`src/rtl/pcc_pkg.sv`:
```
package pcc_pkg;

    // Per-edge operating mode of one counter stage.
    typedef enum logic [1:0] {
        MODE_HOLD  = 2'd0,
        MODE_LOAD  = 2'd1,
        MODE_COUNT = 2'd2
    } ctr_mode_e;

endpackage

```
`src/rtl/pcc_mode_dec.sv`:
```
module pcc_mode_dec
    import pcc_pkg::*;
(
    input  logic      load_n,
    input  logic      en_par,
    input  logic      en_carry,
    output ctr_mode_e mode
);

    logic both_en;

    assign both_en = en_par & en_carry;

    // Priority: load over count over hold (clear is handled at the register).
    always_comb begin
        unique casez ({load_n, both_en})
            2'b0?:   mode = MODE_LOAD;
            2'b11:   mode = MODE_COUNT;
            2'b10:   mode = MODE_HOLD;
            default: mode = MODE_HOLD;
        endcase
    end

endmodule

```
`src/rtl/pcc_stage.sv`:
```
module pcc_stage
    import pcc_pkg::*;
#(
    parameter int W = 4
) (
    input  logic         clk,
    input  logic         clr_n,
    input  logic         load_n,
    input  logic         en_par,
    input  logic         en_carry,
    input  logic [W-1:0] din,
    output logic [W-1:0] q,
    output logic         carry_out
);

    localparam logic [W-1:0] STEP    = {{(W-1){1'b0}}, 1'b1};
    localparam logic [W-1:0] TOP_VAL = {W{1'b1}};

    ctr_mode_e    mode;
    logic [W-1:0] cnt_q;
    logic [W-1:0] cnt_d;

    pcc_mode_dec u_dec (
        .load_n   (load_n),
        .en_par   (en_par),
        .en_carry (en_carry),
        .mode     (mode)
    );

    // Next-state selection by mode.
    always_comb begin
        unique case (mode)
            MODE_LOAD:  cnt_d = din;
            MODE_COUNT: cnt_d = cnt_q + STEP;
            MODE_HOLD:  cnt_d = cnt_q;
            default:    cnt_d = cnt_q;
        endcase
    end

    // State register: asynchronous clear wins over every mode.
    always_ff @(posedge clk or negedge clr_n) begin
        if (!clr_n) begin
            cnt_q <= '0;
        end else begin
            cnt_q <= cnt_d;
        end
    end

    // Outputs: value and lookahead carry, combinational from state.
    always_comb begin
        q         = cnt_q;
        carry_out = en_carry & (cnt_q == TOP_VAL);
    end

endmodule

```
`src/rtl/pcc_cascade.sv`:
```
module pcc_cascade #(
    parameter int STAGES  = 3,
    parameter int STAGE_W = 4
) (
    input  logic                        clk,
    input  logic                        clr_n,
    input  logic                        load_n,
    input  logic                        en_par,
    input  logic                        en_carry,
    input  logic [STAGES*STAGE_W-1:0]   din,
    output logic [STAGES*STAGE_W-1:0]   q,
    output logic [STAGES-1:0]           stage_co
);

    localparam int TOTAL_W = STAGES * STAGE_W;

    logic [TOTAL_W-1:0] q_int;

    for (genvar g = 0; g < STAGES; g++) begin : g_stage
        logic link_en;

        if (g == 0) begin : g_first
            assign link_en = en_carry;
        end else begin : g_next
            assign link_en = stage_co[g-1];
        end

        pcc_stage #(.W(STAGE_W)) u_stage (
            .clk       (clk),
            .clr_n     (clr_n),
            .load_n    (load_n),
            .en_par    (en_par),
            .en_carry  (link_en),
            .din       (din[g*STAGE_W +: STAGE_W]),
            .q         (q_int[g*STAGE_W +: STAGE_W]),
            .carry_out (stage_co[g])
        );
    end

    assign q = q_int;

endmodule

```
`config.mk`:
```
export PLATFORM = sky130hd
export DESIGN_NAME = pcc_cascade
export DESIGN_NICKNAME = d
export VERILOG_FILES = /design/src/rtl/pcc_pkg.sv /design/src/rtl/pcc_mode_dec.sv /design/src/rtl/pcc_stage.sv /design/src/rtl/pcc_cascade.sv
export SDC_FILE = /design/constraint.sdc
export NUM_CORES = 1
export LEC_CHECK = 0
export ABC_CLOCK_PERIOD_IN_PS = 4100
export BUFFER_PORTS_ARGS = -buffer_cell sky130_fd_sc_hd__buf_4
export CORE_MARGIN = 4
export CORE_UTILIZATION = 50
export DETAILED_ROUTE_END_ITERATION = 8
export GPL_ROUTABILITY_DRIVEN = 0
export PLACE_DENSITY_LB_ADDON = 0.3
export RECOVER_POWER = 50
export SLEW_MARGIN = 10
export SYNTH_ARGS = -nofsm -noshare
export SYNTH_HDL_FRONTEND = slang
export SYNTH_HIERARCHICAL = 1
export SYNTH_SLANG_ARGS = --single-unit
```
`constraint.sdc`:
```
create_clock -name clk -period 4.1 [get_ports clk]
set_input_delay 0 -clock clk [delete_from_list [all_inputs] [get_ports clk]]
set_output_delay 0 -clock clk [all_outputs]
set_load 0.05 [all_outputs]
```
==> results by group <==
Outcome
  • Run status: complete, no violations

Synthesis
  • Proportion of synthesized chip area in sequential cells: between 30 and 40%
  • Number of enable flip-flop cells after synthesis: 0
  • Top cell type by total area after synthesis: sky130_fd_sc_hd__dfrtp_1
  • Synthesized netlist net count: about 110
  • Area of the mapped netlist: between 800 and 900 um^2
  • FFs w/ async S/R, synth: 100%
  • Number of different library cells in the post-synthesis netlist: 17
  • Top post-synthesis cells by count: sky130_fd_sc_hd__dfrtp_1 (12), sky130_fd_sc_hd__inv_1 (12), sky130_fd_sc_hd__mux2i_1 (9), sky130_fd_sc_hd__nand3_1 (9)
  • Post-synthesis instance total: ~90
  • Count of warnings emitted by yosys: 6
  • Top FF cell, synth: sky130_fd_sc_hd__dfrtp_1
  • Mean post-synth cell area: slightly above 9 um^2
  • Register bit count reported by yosys: 12
  • Dominant cells by area after synthesis: sky130_fd_sc_hd__dfrtp_1 (37%), sky130_fd_sc_hd__mux2i_1 (11%), sky130_fd_sc_hd__ha_1 (9.2%)
  • Yosys top cell area share: between 30% and 40%

Die
  • Standard-cell row count: 14
  • Placeable core area: about 1500 um^2
  • Floorplan die height: just under 50 um
  • Initial standard-cell utilization of the core: approximately 54%
  • Chip width: approximately 48 um
  • Total I/O pin count: 32
  • Total die area: 2350 um^2

Global routing
  • GR Overflow Total: 0
  • Number of global-route vias before repair: approximately 690
  • GR Util All Layers: approximately 15%
  • First-pass GRT wire length: 2910 um
  • Pin count of the biggest net entering global routing: 13
  • Initial antenna violation count: 0

CTS
  • Total number of H-tree levels: 1
  • Clock network latency to the later pin of the worst-skew pair: 0.27 ns
  • Clock slew at the register clock pins of the worst setup and hold paths: roughly 0.080 ns
  • Number of buffers created by CTS: 3
  • Buffer levels on the longest clock path: 2
  • Number of setup buffers added after CTS: 0
  • CTS tree: done
  • Post-cts resize count: 0
  • Clock Sinks: 12
  • Number of buffers inserted by hold repair at cts: 4
  • Clock root cell: sky130_fd_sc_hd__clkbuf_4

Detailed routing
  • First-pass DRT Iterations: 4
  • Via density: about 5.5
  • Initial detailed-routing violation count: 7
  • WL per Instance: roughly 13 um
  • Number of design rule violations left after detail routing: 0
  • Via count: around 740
  • Detailed Route WL: around 1700 um
  • Final antenna-violating net count: 0

Worst hold path
  • Type of the tightest min-delay check: primary input to flop

Power
  • Design internal power: ~0.21 mW
  • Cell Pwr Density: approximately 330 nW/um^2
  • Part of the power in registers: 42.6%
  • Combinational fraction of design power: between 30 and 40%
  • VDD IR max: 0.218 mV
  • Net switching power of the design: 0.138 mW
  • Relative contribution of the clock network to total power: about a fifth
  • Switching Fraction: 39.7%
  • Leakage power: 0.532 nW

Finish
  • Total number of nets in the final design: about 140
  • Final design area excluding fillers: 1060 um^2
  • Area used by sequential logic in the layout: 300 um^2
  • Fill cell count: between 100 and 150
  • Antenna cells: 0
  • Max FFs per register: 12
  • Area of the multi-input gates: between 400 and 500 um^2
  • Fraction of final layout cells with drive strength greater than 1: 25.2%
  • Area added between synthesis and finish: 29.8%
  • Fin cells: roughly 140

STA
  • Final Slew Violations: 0
  • Setup violators final: 0
  • Final hold violations: 0
  • Sum Neg Setup Slack: 0 ns
  • RSZ-0062 raised after global routing: no
  • Layout Skew: between 0.008 and 0.009 ns
  • Tcrit/Tclk final: about 56%
  • Minimum clock period: about 2.3 ns
  • Fmax: approximately 440 MHz
  • Post-layout worst setup margin: ~1.8 ns
  • Slew margin rel.: a little under three fifths
  • Transition time at the pin with the least slew margin: around 0.65 ns

Worst setup path
  • Capturing element type of the critical path: flop
  • Critical path cell sequence: ha_1 > and4_2 > and4_2 > and3_1 > ha_1 > or4b_1 > nand3_1
  • Data arrival time of the worst path: around 2.5 ns
  • Cell type of the slowest stage on the worst timing path: sky130_fd_sc_hd__or4b_1
  • Top fanout value on the critical path: 9
  • Maximum single-stage delay on the critical path: ~0.53 ns
  • Critical Path Start Type: flop
  • Required time at the endpoint of the critical path: about 4.3 ns
  • Critical path class: flop to flop

Placed design
  • DP Cell Count: around 130
  • Post-placement worst setup slack: 1.82 ns
  • HPWL reported at the end of detailed placement: roughly 1300 um
  • Number of port buffers: 31
  • Area post-placement: 1030 um^2

Run
  • Max Cap Violations: 0
-- layer usage --
layer,vias to the layer above,wire length [um],GRT usage [%]
met5,-,0,0
met4,0,0,2.69
met3,0,125,5.52
met2,24,861,25.9
met1,339,741,18.0
li1,380,-,-
-- layout make-up --
cell class                 count  share of cell area [%]
tap                           16                    1.88
clock buffer                   3                    2.12
timing repair buffer          35                    23.2
multi-input combinational     57                    40.3
sequential                    12                    28.3
inverter                      12                    4.24
-- worst paths after layout --
check,slack [ns],start,cells after the start,endpoint
max,1.81,g_stage[0].u_stage/q[0],7,g_stage[2].u_stage/q[3]
min,0.02,din[8],3,g_stage[2].u_stage/q[0]
max reg2reg,1.81,g_stage[0].u_stage/q[0],7,g_stage[2].u_stage/q[3]
min reg2reg,0.54,g_stage[1].u_stage/q[1],2,g_stage[1].u_stage/q[1]
max in group asynchronous,3.42,clr_n,2,g_stage[0].u_stage/q[1]
min in group asynchronous,0.26,clr_n,2,g_stage[2].u_stage/q[3]
-- placed cells by master, fill, tap and decap left out, types with 4 or more instances in the layout --
master	n
sky130_fd_sc_hd__buf_4	24
sky130_fd_sc_hd__inv_1	12
sky130_fd_sc_hd__dfrtp_1	12
sky130_fd_sc_hd__mux2i_1	9
sky130_fd_sc_hd__nand3_1	9
sky130_fd_sc_hd__clkbuf_1	7
sky130_fd_sc_hd__o21ai_0	6
sky130_fd_sc_hd__ha_1	6
sky130_fd_sc_hd__dlygate4sd3_1	4
-- critical path, delay by kind of cell (launching register included) --
kind,cells,cell delay [ns]
adder cells (fa/ha/maj),2,0.60
flip-flops,1,0.41
AND/OR/NAND/NOR,5,1.23
-- cell families after synthesis --
| kind of cell | synth area share [%] |
|---|---|
| AO/OA/AOI/OAI | 9.63 |
| adder cells (fa/ha/maj) | 9.17 |
| buffers and inverters | 11.0 |
| AND/OR/NAND/NOR | 22.5 |
| flip-flops | 36.7 |
| multiplexers | 11.0 |
-- through the flow --
step / total power, mW / utilization [%] / hold WS [ns]
detailed placement: 0.283 / 67.3 / -0.152
CTS: 0.359 / 71.4 / 0.0114
global route: 0.371 / 69.7 / 0.0241
global placement: 0.281 / 67.3 / -0.149
finish: 0.348 / 69.7 / 0.0210
floorplan: 0.235 / - / -0.296
-- power by group through the flow --
| stage | logic [mW] | registers [mW] | clock network (mW) |
|---|---|---|---|
| 2_1_floorplan | 0.0384 | 0.197 | 0 |
| 3_3_place_gp | 0.131 | 0.150 | 0 |
| 3_5_place_dp | 0.133 | 0.151 | 0 |
| 4_1_cts | 0.136 | 0.148 | 0.0749 |
| 5_1_grt | 0.138 | 0.151 | 0.0823 |
| 6_report | 0.128 | 0.148 | 0.0716 |
Note: power is estimated with default switching activity, not from simulation.
